===== config.mk =====
export PLATFORM = sky130hd
export DESIGN_NAME = split_bus_ctrl
export DESIGN_NICKNAME = d
export VERILOG_FILES = /design/src/rtl/sbc_pkg.sv /design/src/rtl/sbc_phase_seq.sv /design/src/rtl/sbc_tag_table.sv /design/src/rtl/split_bus_ctrl.sv
export SDC_FILE = /design/constraint.sdc
export NUM_CORES = 1
export LEC_CHECK = 0
export ABC_AREA = 0
export CAP_MARGIN = 20
export CORE_AREA = 2 2 50 62
export DETAILED_ROUTE_END_ITERATION = 8
export DIE_AREA = 0 0 52 64
export PLACE_DENSITY = 0.85
export SKIP_CTS_REPAIR_TIMING = 1
export SYNTH_ARGS = -nofsm -noshare
export SYNTH_HDL_FRONTEND = slang
export SYNTH_SLANG_ARGS = --single-unit

===== constraint.sdc =====
create_clock -name clk_i -period 2.9 [get_ports clk_i]
set_input_delay 0.58 -clock clk_i [delete_from_list [all_inputs] [get_ports clk_i]]
set_output_delay 0.58 -clock clk_i [all_outputs]
set_load 0.02 [all_outputs]

===== src/rtl/sbc_pkg.sv =====
package sbc_pkg;
   localparam int unsigned NUM_PHASES = 5;
   localparam int unsigned PH_W       = 3;

   typedef enum logic [PH_W-1:0] {
      PH_BID     = 3'd0,
      PH_RESOLVE = 3'd1,
      PH_ADDRESS = 3'd2,
      PH_DECODE  = 3'd3,
      PH_ACK     = 3'd4
   } phase_e;
endpackage


===== src/rtl/sbc_phase_seq.sv =====
module sbc_phase_seq
   import sbc_pkg::*;
(
   input  logic   clk_i,
   input  logic   rst_ni,
   input  logic   sync_i,
   output phase_e phase_o
);
   phase_e ph_q;

   always_ff @(posedge clk_i or negedge rst_ni) begin
      if (!rst_ni) begin
         ph_q <= PH_BID;
      end else if (sync_i || ph_q == PH_ACK) begin
         ph_q <= PH_BID;
      end else begin
         ph_q <= phase_e'(ph_q + 3'd1);
      end
   end

   assign phase_o = ph_q;
endmodule


===== src/rtl/sbc_tag_table.sv =====
module sbc_tag_table #(
   parameter int unsigned NUM_RES   = 8,
   parameter int unsigned TAG_W     = 3,
   parameter bit          LOW_FIRST = 1'b1
) (
   input  logic               clk_i,
   input  logic               rst_ni,
   input  logic               alloc_i,
   input  logic               rsp_valid_i,
   input  logic [TAG_W-1:0]   rsp_tag_i,
   output logic [NUM_RES-1:0] valid_o,
   output logic               full_o,
   output logic [TAG_W-1:0]   alloc_tag_o,
   output logic               done_o,
   output logic [TAG_W-1:0]   done_tag_o,
   output logic               err_o
);
   logic [NUM_RES-1:0] valid_q;
   logic [NUM_RES-1:0] set_vec;
   logic [NUM_RES-1:0] clr_vec;
   logic               hit;

   if (LOW_FIRST) begin : g_low_first
      always_comb begin
         alloc_tag_o = '0;
         for (int i = NUM_RES - 1; i >= 0; i--) begin
            if (!valid_q[i]) alloc_tag_o = TAG_W'(i);
         end
      end
   end else begin : g_high_first
      always_comb begin
         alloc_tag_o = '0;
         for (int i = 0; i < NUM_RES; i++) begin
            if (!valid_q[i]) alloc_tag_o = TAG_W'(i);
         end
      end
   end

   always_comb begin
      hit = 1'b0;
      for (int i = 0; i < NUM_RES; i++) begin
         if (rsp_valid_i && valid_q[i] && rsp_tag_i == TAG_W'(i)) hit = 1'b1;
      end
   end

   for (genvar g = 0; g < NUM_RES; g++) begin : g_entry
      assign set_vec[g] = alloc_i && !full_o && alloc_tag_o == TAG_W'(g);
      assign clr_vec[g] = hit && rsp_tag_i == TAG_W'(g);
   end

   always_ff @(posedge clk_i or negedge rst_ni) begin
      if (!rst_ni) begin
         valid_q    <= '0;
         done_o     <= 1'b0;
         err_o      <= 1'b0;
         done_tag_o <= '0;
      end else begin
         valid_q    <= (valid_q & ~clr_vec) | set_vec;
         done_o     <= hit;
         err_o      <= rsp_valid_i && !hit;
         done_tag_o <= hit ? rsp_tag_i : '0;
      end
   end

   assign full_o  = &valid_q;
   assign valid_o = valid_q;
endmodule


===== src/rtl/split_bus_ctrl.sv =====
module split_bus_ctrl
   import sbc_pkg::*;
#(
   parameter int unsigned NUM_RES   = 8,
   parameter int unsigned TAG_W     = $clog2(NUM_RES),
   parameter int unsigned ADDR_W    = 16,
   parameter bit          LOW_FIRST = 1'b1
) (
   input  logic              clk_i,
   input  logic              rst_ni,
   input  logic              bus_sync_i,
   input  logic              req_valid_i,
   input  logic              req_read_i,
   input  logic [ADDR_W-1:0] req_addr_i,
   output logic              req_ack_o,
   output logic              arb_req_o,
   input  logic              arb_grant_i,
   output logic [PH_W-1:0]   phase_o,
   output logic              addr_oe_o,
   output logic              wdata_oe_o,
   output logic              bus_read_o,
   output logic [ADDR_W-1:0] bus_addr_o,
   output logic [TAG_W-1:0]  bus_tag_o,
   input  logic              rsp_valid_i,
   input  logic [TAG_W-1:0]  rsp_tag_i,
   output logic              done_o,
   output logic [TAG_W-1:0]  done_tag_o,
   output logic              err_o
);
   if (NUM_RES < 2) begin : g_chk_res
      $error("NUM_RES must be at least 2");
   end
   if ((1 << TAG_W) < NUM_RES) begin : g_chk_tag
      $error("TAG_W too narrow for NUM_RES");
   end
   if (ADDR_W < 1) begin : g_chk_addr
      $error("ADDR_W must be positive");
   end

   phase_e             phase;
   logic               bid_q;
   logic               won_q;
   logic               res_full;
   logic [NUM_RES-1:0] res_valid;
   logic [TAG_W-1:0]   free_tag;
   logic               drive;

   sbc_phase_seq u_phase (
      .clk_i   (clk_i),
      .rst_ni  (rst_ni),
      .sync_i  (bus_sync_i),
      .phase_o (phase)
   );

   assign arb_req_o = phase == PH_BID && req_valid_i && !(req_read_i && res_full);

   always_ff @(posedge clk_i or negedge rst_ni) begin
      if (!rst_ni) begin
         bid_q <= 1'b0;
         won_q <= 1'b0;
      end else begin
         bid_q <= arb_req_o;
         won_q <= phase == PH_RESOLVE && bid_q && arb_grant_i && !bus_sync_i;
      end
   end

   assign drive      = won_q && phase == PH_ADDRESS;
   assign addr_oe_o  = drive;
   assign req_ack_o  = drive;
   assign wdata_oe_o = drive && !req_read_i;
   assign bus_read_o = drive && req_read_i;
   assign bus_addr_o = drive ? req_addr_i : '0;
   assign bus_tag_o  = (drive && req_read_i) ? free_tag : '0;
   assign phase_o    = phase;

   sbc_tag_table #(
      .NUM_RES   (NUM_RES),
      .TAG_W     (TAG_W),
      .LOW_FIRST (LOW_FIRST)
   ) u_table (
      .clk_i       (clk_i),
      .rst_ni      (rst_ni),
      .alloc_i     (drive && req_read_i),
      .rsp_valid_i (rsp_valid_i),
      .rsp_tag_i   (rsp_tag_i),
      .valid_o     (res_valid),
      .full_o      (res_full),
      .alloc_tag_o (free_tag),
      .done_o      (done_o),
      .done_tag_o  (done_tag_o),
      .err_o       (err_o)
   );
endmodule


==> flow_summary_export.csv, run 1 <==
group,metric,value,unit
synth,syn_inst,116,
die,core_region_area,2706,um2
placed_design,numPortBuffers,57,
finish,final_cell_mix,"clkdlybuf4s50_1, and2_1, dfrtp_1, nor2_1, nand2_1",
cts,cts_htree_levels,1,
finish,mostFrequentLayoutCell,"clkdlybuf4s50_1",
synth,synthTopCellsByArea,"dfrtp_1, and2_1, ha_1, mux2i_1, a41oi_1",
placed_design,place_area,1650,um2
grt,grt_overflow_total,0,
sta,final.setup_skew,16.05,ps
synth,ys_warn_count,0,
power,powerDensity,303.3,nW/um2
power,leakagePower,0.7379,nW
placed_design,pre_cts_ws,122.8,ps
worst_setup_path,crit_type,"register to output pin",
worst_setup_path,cpPeakStageDelay,620,ps
cts,cts_inserted_buffers,3,
power,switching_share,24.46,%
worst_setup_path,startpoint_type,"register",
grt,grt_max_degree,20,
sta,tightest_slew,775.6,ps
synth,ys_types,30,
placed_design,placed_cells,202,
sta,fin_tns_setup,0,ps
finish,final_area,1692,um2
grt,grtUsageTotal,18.13,%
power,seqPwrFrac,51.6,%
die,rows,21,
detailed_routing,dr.pass1.iters,4,
worst_setup_path,arrival,2200,ps
cts,cts_root_buf,"clkbuf_4",
die,initial_core_util,39.67,%
detailed_routing,avgRoutedWirePerCell,14.41,um
worst_setup_path,cp_max_fo,19,
finish,diodes,0,
placed_design,dpl.hpwl,2.383,mm
min_path,hold_class,"register to register",
power,clockPowerShare,29.8,%
die,die_w,52,um
grt,antenna_found_initial,0,
sta,fin_crit,2784,ps
die,io_pins,58,
placed_design,gp_congestion,0.8761,
outcome,status,"completed",
detailed_routing,drcViolationCount,0,
detailed_routing,postRouteAntennaNets,0,
sta,rsz0062_at_grt,"no",
detailed_routing,via_count,1031,
power,intPower,0.0003875,W
sta,finalHoldViolCount,0,
die,die_height,64,um
detailed_routing,drt_iter0_markers,17,
die,dieArea,3328,um2
worst_setup_path,crit_chain,"inv_1 -> ha_1 -> and3b_1 -> buf_4 -> nor2b_1 -> clkdlybuf4s50_1",
cts,cts.clk_slew.worst_paths,110,ps
finish,layout-drive-gt1-share,4.070,%
finish,fin_cells,206,
sta,slew_headroom,48.13,%
worst_setup_path,endpoint_kind,"output pin",
worst_setup_path,slowest_stage,"clkdlybuf4s50_1",
sta,setup_viol,0,
detailed_routing,wl,2.969,mm
synth,synth_fp_nets,146,
sta,setup_ws,116.1,ps
synth,ys_seq_area_share,41.96,%
sta,fin_crit_sh,96.00,%
grt,grt_pass1_wl,4.588,mm
sta,slew_viol_final,0,
detailed_routing,via_per_inst,5.005,
grt,grt_pass1_vias,1002,
power,switchingPower,0.0001255,W
finish,area_growth,57.58,%
cts,cts_tree,"built",
synth,synth.top_cell.area_share,41.96,%
synth,synth_top_area_cell,"dfrtp_1",
cts,clockBufferDepth,2,
finish,fin_nets,203,
run,drv_cap,0,
cts,clk_latency,300,ps
power,peakVddDrop,0.0002585,V
synth,syn_area,1074,um2
worst_setup_path,critPathRequiredTime,2320,ps
cts,clock-sinks,18,
power,comb_power_share,18.6,%
sta,fmaxAchievable,0.3592,GHz
synth,ys_seq_elements,18,
synth,syn_area_per_cell,9.255,um2
## per-layer routing
layer / part of all wire [%] / global-route usage [%] / wire (um)
met1: 42 / 22.44 / 1250
met3: 5.7 / 4.439 / 169
met4: 0.47 / 3.618 / 14
met2: 52 / 31.33 / 1534
met5: 0 / 0 / 0
## power groups by stage
stage | registers [W] | logic [W] | clock network [W]
4_1_cts | 0.000265 | 0.0000962 | 0.000158
3_3_place_gp | 0.000269 | 0.0000925 | 0
6_report | 0.000265 | 0.0000954 | 0.000153
2_1_floorplan | 0.000274 | 0.0000322 | 0
5_1_grt | 0.000266 | 0.000105 | 0.000168
3_5_place_dp | 0.000270 | 0.0000957 | 0
## cells in the mapped netlist
| master | number |
|---|---|
| nand2b_1 | 1 |
| a41oi_1 | 4 |
| nor2b_1 | 3 |
| and4_1 | 1 |
| clkbuf_1 | 2 |
| and3b_1 | 1 |
| o21a_1 | 1 |
| o21ai_0 | 6 |
| ha_1 | 4 |
| a21oi_1 | 4 |
| nand2_1 | 7 |
| o31ai_1 | 4 |
| o21ai_1 | 1 |
| and3_1 | 1 |
| nor2_1 | 9 |
| nor3b_1 | 1 |
| a21boi_0 | 1 |
| buf_6 | 1 |
| dfrtp_1 | 18 |
| a221oi_2 | 1 |
| buf_2 | 2 |
| and2_1 | 22 |
| buf_8 | 1 |
| nand3b_1 | 2 |
| nor3_1 | 1 |
| mux2i_1 | 4 |
| nand3_1 | 4 |
| a31oi_1 | 3 |
| inv_1 | 5 |
| buf_4 | 1 |
## cell type report
| type | count | area, um2 |
|---|---|---|
| fill | 232 | 1015 |
| timing repair buffer | 59 | 590.6 |
| multi-input combinational | 86 | 553.0 |
| sequential | 18 | 450.4 |
| tap | 34 | 42.54 |
| clock buffer | 4 | 36.28 |
| inverter | 5 | 18.77 |
## critical path, delay by kind of cell (launching register included)
kind	cells	cell delay [ps]
adder cells (fa/ha/maj)	1	140
AND/OR/NAND/NOR	2	380
buffers and inverters	3	950
flip-flops	1	440
## kinds of logic after synthesis
group,count (synthesis),synth area share (%)
buffers and inverters,12,6.527
muxes,4,3.730
AOI/OAI and AO/OA,25,15.73
DFF,18,41.96
and+or+nand+nor,53,27.39
adders and majority gates,4,4.662
## metrics by stage
step / util (%) / hold slack [ps] / power, W
finish: 62.51 / 555.6 / 0.0005130
global route: 62.51 / 601.4 / 0.0005386
CTS: 62.32 / 570.0 / 0.0005193
detailed placement: 60.98 / 527.2 / 0.0003657
global placement: 60.98 / 507.4 / 0.0003617
floorplan: - / 284.4 / 0.0003062
## path summary, 6_finish.rpt
kind,slack [ps],cells past startpoint,startpoint,to
worst max-delay path,120,6,u_phase.phase_o[0]$_DFF_PN0_,wdata_oe_o
worst min-delay path,560,1,u_table.valid_o[0]$_DFF_PN0_,u_table.valid_o[0]$_DFF_PN0_
worst max register to register,1260,7,u_phase.phase_o[0]$_DFF_PN0_,u_table.valid_o[3]$_DFF_PN0_
worst min register to register,560,1,u_table.valid_o[0]$_DFF_PN0_,u_table.valid_o[0]$_DFF_PN0_
max in group asynchronous,1680,1,rst_ni,u_table.done_tag_o[1]$_DFF_PN0_
min in group asynchronous,720,1,rst_ni,u_phase.phase_o[0]$_DFF_PN0_
## flip-flops by register name (all words and copies together) (netlist names)
signal / cells
u_table.err_o: 1
u_phase.phase_o: 3
bid_q: 1
u_table.done_o: 1
u_table.valid_o: 8
u_table.done_tag_o: 3
won_q: 1
(Power assumes the default switching activity.)
==> run 2: changes to the inputs <==
Settings changed: CELL_PAD_IN_SITES_DETAIL_PLACEMENT set to 0, CELL_PAD_IN_SITES_GLOBAL_PLACEMENT set to 1, CORE_AREA 2 2 50 62 to 2 2 59 72, DIE_AREA 0 0 52 64 to 0 0 61 74.
==> run 2 against run 1 <==
Net effect: clock skew fell by 11 ps; count of clock-buffer cells in the layout fell by 1; worst hold slack got worse by 32 ps; sequential share of layout area fell by 0.45 points; register-to-register slack got worse by 30 ps.
==> flow_summary_export.csv, run 2 (synthesized netlist as in run 1, its figures left out) <==
group,metric,value,unit
outcome,status,"completed",
cts,cts_htree_levels,1,
cts,cts_inserted_buffers,3,
detailed_routing,postRouteAntennaNets,0,
detailed_routing,via_count,1008,
die,dieArea,4514,um2
power,leakagePower,0.7192,nW
power,peakVddDrop,0.0001175,V
finish,mostFrequentLayoutCell,"clkdlybuf4s50_1",
worst_setup_path,crit_type,"register to output pin",
sta,tightest_slew,812.3,ps
detailed_routing,via_per_inst,4.480,
sta,slew_headroom,45.68,%
finish,utilization,44.72,%
sta,setup_viol,0,
finish,layout-drive-gt1-share,4.094,%
worst_setup_path,cpPeakStageDelay,610,ps
worst_setup_path,critPathRequiredTime,2320,ps
grt,grt_pass1_vias,982,
finish,final_area,1720,um2
grt,grt_overflow_total,0,
power,seqPwrFrac,49.8,%
grt,grt_pass1_wl,4.616,mm
grt,grt_max_degree,19,
cts,cts_tree,"built",
sta,rsz0062_at_grt,"no",
finish,nFillCells,380,
sta,fin_crit_sh,94.68,%
finish,fin_nets,203,
finish,largest_reg_flops,8,
worst_setup_path,crit_chain,"inv_1 -> ha_1 -> and3b_2 -> buf_4 -> and2_1 -> clkdlybuf4s50_1",
detailed_routing,avgRoutedWirePerCell,13.26,um
worst_setup_path,reg2reg_from,"u_phase.phase_o[0]$_DFF_PN0_",
worst_setup_path,startpoint_type,"register",
cts,cts_root_buf,"clkbuf_8",
detailed_routing,dr.pass1.iters,4,
finish,diodes,0,
placed_design,gp_congestion,0.8752,
grt,antenna_found_initial,0,
placed_design,place_area,1675,um2
detailed_routing,drt_iter0_markers,56,
sta,slew_viol_final,0,
detailed_routing,drcViolationCount,0,
power,switchingPower,0.0001291,W
sta,fmaxAchievable,0.3642,GHz
min_path,hold_class,"register to register",
worst_setup_path,cp_max_fo,12,
finish,area_growth,60.26,%
power,power,0.0005324,W
die,core_region_area,3847,um2
placed_design,dpl.hpwl,2.443,mm
worst_setup_path,slowest_stage,"clkdlybuf4s50_1",
cts,cts.clk_slew.worst_paths,70,ps
sta,final.setup_skew,5.198,ps
cts,clk_latency,250,ps
detailed_routing,wl,2.984,mm
grt,grtUsageTotal,13.59,%
finish,final_cell_mix,"clkdlybuf4s50_1, and2_1, dfrtp_1, nor2_1, nand2_1",
worst_setup_path,endpoint_kind,"output pin",
die,io_pins,58,
cts,clockBufferDepth,2,
power,intPower,0.0004033,W
die,die_w,61,um
worst_setup_path,cp.buffers_inverters,3,
min_path,hold_path_startpoint,"bid_q$_DFF_PN0_",
die,rows,25,
sta,fin_crit,2746,ps
power,comb_power_share,17.9,%
die,die_height,74,um
worst_setup_path,arrival,2170,ps
power,switching_share,24.25,%
placed_design,numPortBuffers,57,
sta,finalHoldViolCount,0,
worst_setup_path,crit_family,"buffers and inverters",
worst_setup_path,crit_start,"u_phase.phase_o[0]$_DFF_PN0_",
power,powerDensity,309.5,nW/um2
die,initial_core_util,27.90,%
run,drv_cap,0,
power,clockPowerShare,32.3,%
cts,clock-sinks,18,
-- run 2: changes by cell type in the layout (fill, tap and decap cells not counted), sizes merged --
cell           delta
clkdlybuf4s50     +1
dlymetal6s2s      -1
clkbuf            -1
-- run 2: cell type report --
cell class	count	area (um2)	share of cell area (%)
Clock buffer	3	41.29	2.400
Inverter	5	18.77	1.091
Multi-Input combinational cell	86	554.3	32.22
Sequential cell	18	450.4	26.18
Tap cell	54	67.56	3.927
Timing Repair Buffer	59	588.1	34.18
-- run 2: path summary, 6_finish.rpt --
| kind | cells past startpoint | end | slack (ps) |
|---|---|---|---|
| setup / recovery | 6 | bus_read_o | 150 |
| hold / removal | 1 | won_q$_DFF_PN0_ | 520 |
| setup reg to reg | 7 | u_table.valid_o[3]$_DFF_PN0_ | 1230 |
| hold reg to reg | 1 | won_q$_DFF_PN0_ | 520 |
| max in group asynchronous | 1 | u_table.valid_o[5]$_DFF_PN0_ | 1600 |
| min in group asynchronous | 1 | u_table.valid_o[0]$_DFF_PN0_ | 800 |
-- run 2: stage by stage --
stage	worst slack, ps	hold slack (ps)	instances	setup TNS [ps]
floorplan	679.9	284.4	116	0
global placement	84.04	507.3	222	0
detailed placement	104.7	512.4	222	0
CTS	-31.88	528.1	225	-31.88
global route	8.767	550.9	225	0
finish	154.3	523.8	225	0
-- run 2: power groups by stage --
stage               Combinational, W  Sequential, W  Clock (W)
floorplan                  0.0000322       0.000274          0
global placement           0.0000938       0.000269          0
detailed placement         0.0000955       0.000270          0
CTS                        0.0000961       0.000265   0.000180
global route                0.000104       0.000266   0.000185
finish                     0.0000951       0.000265   0.000172
-- run 2: metal layers --
metal | share of wire (%) | global-route usage (%) | wire [um] | vias to the layer above
met2 | 53 | 22.94 | 1575 | 28
met3 | 4.7 | 2.783 | 139 | 2
met1 | 42 | 17.14 | 1251 | 467
met4 | 0.64 | 4.589 | 19 | 0
li1 | - | - | - | 511
met5 | 0 | 0 | 0 | -
